--- src/rtl/cph_pkg.sv ---
package cph_pkg;
  localparam int WORD_W = 32;
  localparam int ID_W   = 4;

  typedef enum logic [1:0] {K_NONE, K_DATA, K_REG, K_MEM} kind_e;

  // class from bits 27:25 gated by the class bit
  function automatic kind_e kind_of(input logic [2:0] cls, input logic cbit);
    if (!cbit) return K_NONE;
    case (cls)
      3'b111:  return K_DATA;
      3'b110:  return K_MEM;
      3'b101:  return K_REG;
      default: return K_NONE;
    endcase
  endfunction

  function automatic logic id_hit(input logic [ID_W-1:0] f, input logic [ID_W-1:0] mine);
    return f == mine;
  endfunction
endpackage

--- src/rtl/cph_decode.sv ---
module cph_decode
  import cph_pkg::*;
#(
  parameter logic [ID_W-1:0] CP_ID = 4'd5
) (
  input  logic [2:0]      cls_f,
  input  logic            cbit_f,
  input  logic [ID_W-1:0] id_f,
  input  logic            priv_f,
  output kind_e           kind,
  output logic            hit,
  output logic            priv
);
  always_comb begin
    kind = kind_of(cls_f, cbit_f);
    hit  = (kind != K_NONE) && id_hit(id_f, CP_ID);
    priv = priv_f;
  end
endmodule

--- src/rtl/cph_fifo.sv ---
module cph_fifo #(
  parameter int W     = 32,
  parameter int DEPTH = 4
) (
  input  logic         clk,
  input  logic         rst_n,
  input  logic         push,
  input  logic         pop,
  input  logic [W-1:0] din,
  output logic [W-1:0] dout,
  output logic         empty,
  output logic         full
);
  localparam int PW = (DEPTH > 1) ? $clog2(DEPTH) : 1;
  localparam int CW = $clog2(DEPTH + 1);
  localparam logic [PW-1:0] LAST = PW'(DEPTH - 1);
  localparam logic [CW-1:0] FULLC = CW'(DEPTH);

  logic [W-1:0]  mem [DEPTH];
  logic [PW-1:0] wr_q, rd_q;
  logic [CW-1:0] cnt_q;

  function automatic logic [PW-1:0] bump(input logic [PW-1:0] p);
    return (p == LAST) ? '0 : p + 1'b1;
  endfunction

  assign empty = (cnt_q == '0);
  assign full  = (cnt_q == FULLC);
  assign dout  = mem[rd_q];

  always_ff @(posedge clk) begin
    if (!rst_n) begin
      wr_q  <= '0;
      rd_q  <= '0;
      cnt_q <= '0;
    end else begin
      if (push) wr_q <= bump(wr_q);
      if (pop)  rd_q <= bump(rd_q);
      if (push && !pop)      cnt_q <= cnt_q + 1'b1;
      else if (pop && !push) cnt_q <= cnt_q - 1'b1;
    end
  end

  always_ff @(posedge clk) begin
    if (push) mem[wr_q] <= din;
  end
endmodule

--- src/rtl/cp_handshake.sv ---
module cp_handshake
  import cph_pkg::*;
#(
  parameter logic [ID_W-1:0] CP_ID = 4'd5,
  parameter int              DEPTH = 4
) (
  input  logic              clk,
  input  logic              rst_n,
  input  logic [WORD_W-1:0] instr_i,
  input  logic              cpi_i,
  input  logic              svc_i,
  output logic              cpa_n_o,
  output logic              cpb_o,
  output logic              abort_o,
  output logic              xfer_go_o,
  output logic              xfer_mem_o,
  output logic              cmd_valid_o,
  output logic [WORD_W-1:0] cmd_o,
  input  logic              cmd_ready_i
);
  kind_e kind;
  logic  hit, priv;
  logic  taken_q;
  logic  offered_w, refuse_w, room_w, accept_w, push_w, pop_w;
  logic  empty_w, full_w;

  cph_decode #(.CP_ID(CP_ID)) u_dec (
    .cls_f  (instr_i[27:25]),
    .cbit_f (instr_i[4]),
    .id_f   (instr_i[11:8]),
    .priv_f (instr_i[23]),
    .kind   (kind),
    .hit    (hit),
    .priv   (priv)
  );

  // data ops need a free slot; transfers need all earlier work drained
  assign offered_w = cpi_i && hit && !taken_q;
  assign refuse_w  = offered_w && priv && !svc_i;
  assign room_w    = (kind == K_DATA) ? !full_w : empty_w;
  assign accept_w  = offered_w && !refuse_w && room_w;
  assign push_w    = accept_w && (kind == K_DATA);
  assign pop_w     = cmd_valid_o && cmd_ready_i;

  assign cpa_n_o    = !(cpi_i && hit);
  assign cpb_o      = offered_w && !refuse_w && !room_w;
  assign abort_o    = refuse_w;
  assign xfer_go_o  = accept_w && (kind != K_DATA);
  assign xfer_mem_o = xfer_go_o && (kind == K_MEM);
  assign cmd_valid_o = !empty_w;

  always_ff @(posedge clk) begin
    if (!rst_n)                    taken_q <= 1'b0;
    else if (!cpi_i)               taken_q <= 1'b0;
    else if (accept_w || refuse_w) taken_q <= 1'b1;
  end

  cph_fifo #(.W(WORD_W), .DEPTH(DEPTH)) u_q (
    .clk   (clk),
    .rst_n (rst_n),
    .push  (push_w),
    .pop   (pop_w),
    .din   (instr_i),
    .dout  (cmd_o),
    .empty (empty_w),
    .full  (full_w)
  );
endmodule

--- config.mk ---
export PLATFORM = sky130hd
export DESIGN_NAME = cp_handshake
export DESIGN_NICKNAME = d
export VERILOG_FILES = /design/src/rtl/cph_pkg.sv /design/src/rtl/cph_decode.sv /design/src/rtl/cph_fifo.sv /design/src/rtl/cp_handshake.sv
export SDC_FILE = /design/constraint.sdc
export NUM_CORES = 1
export LEC_CHECK = 0
export ABC_CLOCK_PERIOD_IN_PS = 8180
export BUFFER_PORTS_ARGS = -buffer_cell sky130_fd_sc_hd__buf_4
export CAP_MARGIN = 20
export CORE_UTILIZATION = 25
export CTS_BUF_LIST = sky130_fd_sc_hd__clkbuf_8
export CTS_CLUSTER_DIAMETER = 80
export CTS_CLUSTER_SIZE = 20
export DETAILED_ROUTE_END_ITERATION = 12
export HOLD_SLACK_MARGIN = 0.06
export PLACE_DENSITY = 0.42
export SETUP_SLACK_MARGIN = 0.4
export SYNTH_ARGS = -nofsm -noshare
export SYNTH_HDL_FRONTEND = slang
export SYNTH_SLANG_ARGS = --single-unit
--- constraint.sdc ---
create_clock -name clk -period 8.18 [get_ports clk]
set_input_delay 1.636 -clock clk [delete_from_list [all_inputs] [get_ports clk]]
set_output_delay 1.636 -clock clk [all_outputs]
set_load 0.005 [all_outputs]
==> summary.md, run 1 <==
| Metric | Value |
|---|---|
| Status | finished, final reports clean |
| Clk_lat worst skew | ~0.42 ns |
| RR Startpoint | u_q.cnt_q[0]$_SDFFE_PN0P_ |
| Arr. time, crit path | 3.04 ns |
| Seq/Total Area, Yosys | approximately 78% |
| Max FO, Critical Path | 5 |
| GRT busiest layer | met2 |
| Met1 Usage GRT | between 10% and 20% |
| Root Driver | clkbuf_8 |
| TritonRoute pass-1 iters | 4 |
| FF+latch count, synth | about 140 |
| Hold WC Path Type | register to register |
| Worst setup margin | ~3.5 ns |
| Port buffer count | 74 |
| Hold Vio Cnt, Final | 0 |
| Routed via count | 2,507 |
| Grt met2 use | between 15 and 20% |
| Fin. max-slew vios | 0 |
| Routed WL | about 11,000 um |
| ANT nets after route | 0 |
| Largest area contributor in the netlist | edfxtp_1 |
| GR Overflow Total | 0 |
| Vias/cell | 4.14 |
| Total Power | between 1.5 and 2 mW |
| Total CTS buffers | 17 |
| Max-Cap Viols | 0 |
| Die area | between 20,000 and 25,000 um2 |
| Area Overhead vs Synth | 25.1% |
| Slew @ Worst Pin | ~1.0 ns |
| GRT Overall Usage | between 10% and 20% |
| DR WL/cell | ~17 um |
| Die X | roughly 150 um |
| Post_cts resized | 0 |
| Synthesized Nets | 279 |
| Setup CP Type | input pin to primary output |
| Beginning of the worst hold path | u_q.rd_q[1]$_SDFFE_PN0P_ |
| Worst Setup End Kind | primary output |
| HPWL after DPL | 5980 um |
| Global-route wire length before repair | between 15,000 and 20,000 um |
| Worst Reg-to-Reg Cells | 8 |
| FP Rows | 52 |
| Syn_area_per_cell | 22.2 um2 |
| Fin crit share | 57.1% |
| Reg2Reg Setup Slack | approximately 5.7 ns |
| Largest net degree at the start of global routing | 33 |
| Setup TNS | 0 ns |
| Post-synth top area share | 73.7% |
| Fmax | 0.214 GHz |
| Worst vdd ir | approximately 0.13 mV |
| Boundary Pins | 75 |
| Yosys warns | 0 |
| Tmin final | ~4.7 ns |
| Worst setup path start | instr_i[9] |
| Starting Density | between 20% and 30% |
| Fillers | roughly 2,000 |
| Slew margin rel. | 33.2% |
| Iteration-0 DRC Markers | about 110 |
| Synth Instances | 235 |
| Die Y | roughly 150 um |
| Synth area leaders | edfxtp_1 (74%), mux4_2 (14%), dfxtp_1 (3.8%), ha_1 (1.4%), mux2i_1 (0.58%) |
| Grt met3 use | 3.97% |
| GPL Wtd Cong | between 0.6 and 0.7 |
| Cell Pwr Density | about 260 nW/um2 |
| Post-cts hold buffer count | 0 |
| Critical path, cell by cell | buf_4 > nand4b_2 > nor4_4 > or2b_1 > nor4_1 > buf_4 |
| Nets | 366 |
| H-tree levels | 4 |
| Mapped cell area | approximately 5200 um2 |
| Share of layout cells above drive strength 1 | 44.2% |
| Ant. Diodes | 0 |
| Core ar. | just over 20,000 um2 |
| Reg2Reg Capture Point | u_q.cnt_q[2]$_SDFFE_PN0P_ |
| Antenna violations before repair | 0 |
| Clock-pin slew on the worst setup and hold paths | approximately 0.080 ns |
| Final setup fails | 0 |
| Slowest cell delay on critical path | ~0.3 ns |
| Vias in the first global route | about 2,700 |
| TritonCTS clock tree | yes |
| Netlist cell types | 29 |
| Max Root-Sink Buffers | 2 |
| Dpl ws | between 3 and 4 ns |
| Critical path required time | 6.54 ns |
| DRC Markers | 0 |
| Setup Fix Bufs, Post-CTS | 0 |
| Critical path's slowest cell | nor4_1 |
| Worst Hold Depth | 2 |
| Leakage power | roughly 2.1 nW |
| CP Launch Type | input pin |
| Unrepaired setup endpoints after global routing | no |
| Clock Skews | 0.0100 ns |
| Clock Sinks | roughly 140 |
| Critical path's most frequent cell | buf_4 |
-- area by class of cell --
cell class	instances	area, um2	share of cell area (%)
Sequential cell	138	4050	62.0
Multi-Input combinational cell	84	1120	17.2
Timing Repair Buffer	75	563	8.63
Tap cell	270	338	5.18
Clock buffer	17	234	3.59
Clock inverter	15	198	3.03
Inverter	6	22.5	0.345
-- metal layers --
| layer | vias up | wire length, um |
|---|---|---|
| li1 | 1139 | - |
| met3 | 6 | 541 |
| met5 | - | 0 |
| met4 | 0 | 95 |
| met1 | 1300 | 4580 |
| met2 | 62 | 5300 |
-- worst max-delay path by stage --
| stage | to | slack, ns | cells past startpoint |
|---|---|---|---|
| floorplan | xfer_mem_o | 3.86 | 4 |
| global placement | xfer_mem_o | 3.55 | 6 |
| detailed placement | xfer_mem_o | 3.53 | 6 |
| CTS | xfer_mem_o | 3.51 | 6 |
| global route | xfer_mem_o | 3.46 | 6 |
| finish | xfer_mem_o | 3.51 | 6 |
-- sequential cells by signal, summed over array words and instances (netlist names), named ones only --
signal,cells
u_q.cnt_q,3
u_q.wr_q,2
u_q.mem,128
taken_q,1
u_q.rd_q,2
-- logic make-up after synthesis --
family                   after synthesis  synth area share (%)
AO/OA/AOI/OAI                          6                  1.08
AND/OR/NAND/NOR                       34                  3.79
multiplexers                          35                  14.4
XOR/XNOR                               2                 0.336
flip-flops                           138                  77.6
buffers and inverters                 13                  1.01
adder cells (fa/ha/maj)                7                  1.82
-- cells in the final DEF (no fill, tap or decap), types with 4 or more instances in the layout --
cell / synthesis / routed
ha_1: 6 / 6
edfxtp_1: 128 / 128
dfxtp_1: 10 / 8
nor2_1: 6 / 6
clkbuf_8: 0 / 17
bufinv_16: 0 / 4
buf_4: 0 / 75
inv_1: 5 / 5
and2_2: 0 / 4
mux4_2: 32 / 32
nand2_1: 8 / 8
-- synth_stat cells --
| library cell | count |
|---|---|
| edfxtp_1 | 128 |
| mux4_2 | 32 |
| dfxtp_1 | 10 |
| nand2_1 | 8 |
| ha_1 | 6 |
| nor2_1 | 6 |
| inv_1 | 5 |
| and2_1 | 4 |
| a21oi_1 | 3 |
| buf_2 | 3 |
| mux2i_1 | 3 |
| nor3_1 | 3 |
| or3_1 | 3 |
| buf_1 | 2 |
| clkbuf_1 | 2 |
| nand2b_1 | 2 |
| nand3_1 | 2 |
| xor2_1 | 2 |
| a2111oi_4 | 1 |
| fa_1 | 1 |
| inv_2 | 1 |
| nand4_1 | 1 |
| nand4b_2 | 1 |
| nor3b_1 | 1 |
| nor4_1 | 1 |
| nor4_4 | 1 |
| o21ai_0 | 1 |
| o32ai_1 | 1 |
| or2b_1 | 1 |
-- through the flow --
stage               instances  area, um2  utilization (%)  hold slack [ns]
global route              605       6520             32.0            0.532
floorplan                 235       5210                -            0.454
finish                    605       6520             32.0            0.489
CTS                       605       6520             32.0            0.496
global placement          573       6090             29.9            0.466
detailed placement        573       6090             29.9            0.484
-- report_power, final --
part / switching (mW) / leakage, nW / total (mW) / internal [mW]
Sequential: 0.0198 / 1.23 / 0.802 / 0.782
Clock: 0.262 / 0.214 / 0.596 / 0.333
Combinational: 0.139 / 0.691 / 0.320 / 0.180
Total: 0.422 / 2.14 / 1.72 / 1.30
-- worst max-delay path: cells and delay by family --
| family | cells | cell delay [ns] |
|---|---|---|
| simple gates | 4 | 1.10 |
| buf+inv | 2 | 0.30 |
(Power assumes the default switching activity.)
==> run 2: changes to the inputs <==
Settings changed: ABC_CLOCK_PERIOD_IN_PS 8180 to 4600.
Clock period 8.18 ns to 4.6 ns, I/O delays scaled along.
==> summary.md, run 2 (synthesis gave the netlist of run 1 again) <==
| Metric | Value |
|---|---|
| TritonCTS clock tree | yes |
| Post_cts resized | 0 (unchanged) |
| Reg with most FFs | u_q.mem |
| Critical path required time | 3.68 ns (-2.86 ns) |
| GR Overflow Total | 0 (unchanged) |
| Unrepaired setup endpoints after global routing | no |
| Commonest non-fill, non-tap cells in the layout | edfxtp_1 (128), buf_4 (79), mux4_2 (32) |
| Max FFs per register | 128 (unchanged) |
| Status | finished, final reports clean |
| Clock Skews | 0.00758 ns (-0.00245 ns) |
| Clock-pin slew on the worst setup and hold paths | 0.07 ns (about the same) |
| Fin cells | 609 (+0.66%) |
| DRC Markers | 0 (unchanged) |
| Port buffer count | 74 (unchanged) |
| Hold WC Path Type | register to register |
| Starting Density | 25.6% (unchanged) |
| Die X | 146 um (unchanged) |
| Hold Vio Cnt, Final | 0 (unchanged) |
| Arr. time, crit path | 2.33 ns (-0.71 ns) |
| Max Root-Sink Buffers | 2 (unchanged) |
| Vias in the first global route | 2,732 (+0.66%) |
| Worst setup endpoint | cmd_o[4] |
| Worst vdd ir | 0.157 mV (+19%) |
| TritonRoute pass-1 iters | 5 (+1) |
| Ant. Diodes | 0 (unchanged) |
| Vias/cell | 4.18 (+0.93%) |
| Critical path's slowest cell | dfxtp_2 |
| DR WL/cell | 17.7 um (+1.5%) |
| CP Launch Type | register |
| Antenna violations before repair | 0 (unchanged) |
| Leakage power | 2.13 nW (-0.10%) |
| Root Driver | clkbuf_8 |
| Die Y | 146 um (unchanged) |
| Post-Place Cells | 577 (+0.70%) |
| Core Util, Final | 31.8% (-0.25 points) |
| Worst setup margin | 1.35 ns (-2.16 ns) |
| Nets | 370 (+1.1%) |
| Tmin final | about 3.3 ns |
| RR Startpoint | u_q.cnt_q[0]$_SDFFE_PN0P_ |
| Cell Pwr Density | 447 nW/um2 (+70%) |
| Fin. max-slew vios | 0 (unchanged) |
| Setup TNS | 0 ns (unchanged) |
| Post-cts hold buffer count | 0 (unchanged) |
| Fmax | 0.308 GHz |
| HPWL after DPL | 6790 um (+14%) |
| Setup CP Type | register to primary output |
| Reg area | 4050 um2 (unchanged) |
| Total CTS buffers | 17 (unchanged) |
| Routed via count | 2,547 (+1.6%) |
| Setup Fix Bufs, Post-CTS | 0 (unchanged) |
| Boundary Pins | 75 (unchanged) |
| Reg2Reg Capture Point | u_q.cnt_q[2]$_SDFFE_PN0P_ |
| Area Overhead vs Synth | 24.2% |
| Most common cell after layout, fill and taps aside | edfxtp_1 |
| GPL Wtd Cong | 0.692 (+7.1%) |
| Biggest regs | u_q.mem (128), u_q.cnt_q (3) |
| Worst Setup End Kind | primary output |
| GRT Overall Usage | 10.7% (+0.14 points) |
| Slew margin rel. | 35.2% (+2.0 points) |
| Global-route wire length before repair | 16,400 um (+2.6%) |
| Max FO, Critical Path | 21 (+16) |
| Final setup fails | 0 (unchanged) |
| Reg2Reg Setup Slack | 2.10 ns (-3.59 ns) |
| FP Rows | 52 (unchanged) |
| Worst path bufs/invs | 2 (unchanged) |
| Share of layout cells above drive strength 1 | 42.8% (-1.4 points) |
| Slew @ Worst Pin | 0.973 ns (-0.0294 ns) |
| Slowest cell delay on critical path | 0.62 ns (+0.32 ns) |
| Cell count along the critical path | 3 (-3) |
| Dpl ws | 1.02 ns (-2.51 ns) |
| Critical path, cell by cell | buf_4 > mux4_2 > buf_4 |
| ANT nets after route | 0 (unchanged) |
| Clock Sinks | 138 (unchanged) |
| Critical path's most frequent cell | buf_4 |
| Area of the multi-input gates | 1120 um2 (unchanged) |
| Worst Reg-to-Reg Cells | 8 (unchanged) |
| Largest net degree at the start of global routing | 33 (unchanged) |
| Fillers | 1,969 (-0.30%) |
| Max-Cap Viols | 0 (unchanged) |
| Routed WL | 10,800 um (+2.2%) |
| Core ar. | 20,400 um2 (unchanged) |
| Clk_lat worst skew | 0.43 ns (about the same) |
| Die area | 21,400 um2 (unchanged) |
| Iteration-0 DRC Markers | 136 (+30%) |
| Crit-path leading delay family | buffers and inverters |
| Fin crit share | slightly above 70% |
| H-tree levels | 4 (unchanged) |
-- run 2: worst min path at each step --
stage                     cells after the start       end                     start
after global routing                          2  register  u_q.rd_q[1]$_SDFFE_PN0P_
after global placement                        2  register  u_q.rd_q[1]$_SDFFE_PN0P_
after CTS                                     2  register  u_q.rd_q[1]$_SDFFE_PN0P_
after detailed placement                      2  register  u_q.rd_q[1]$_SDFFE_PN0P_
after floorplan                               2  register  u_q.rd_q[1]$_SDFFE_PN0P_
final                                         2  register  u_q.rd_q[1]$_SDFFE_PN0P_
-- run 2: through the flow --
stage | cell area (um2) | power [mW] | hold WS, ns
after global placement | 6120 | 2.06 | 0.464
after CTS | 6470 | 2.95 | 0.475
after detailed placement | 6120 | 2.06 | 0.464
after global routing | 6470 | 3.03 | 0.514
after floorplan | 5210 | 1.79 | 0.454
final | 6470 | 2.89 | 0.470
-- run 2: layout make-up --
cell class	instances	share of cell area (%)
repair buffers	79	9.16
clock buffers	17	3.61
inverters	6	0.348
multi-input cells	84	17.3
well taps	270	5.22
flip-flops and latches	138	62.5
clock inverters	15	1.82
-- run 2: tightest hold or removal path, stage by stage, from the launching register on --
cell     delay, ns
dfxtp_1       0.31
nand2_1       0.05
a21oi_1       0.06
-- run 2: metal layers --
| layer | wire length (um) | global-route usage, % | vias up |
|---|---|---|---|
| met5 | 0 | 0 | - |
| met4 | 116 | 4.06 | 0 |
| met3 | 419 | 3.56 | 12 |
| met2 | 5250 | 17.1 | 68 |
| met1 | 4960 | 13.3 | 1322 |
| li1 | - | - | 1145 |
-- run 2: power breakdown --
group | internal [mW] | switching [mW]
Combinational | 0.321 | 0.229
Sequential | 1.39 | 0.0640
Clock | 0.461 | 0.427
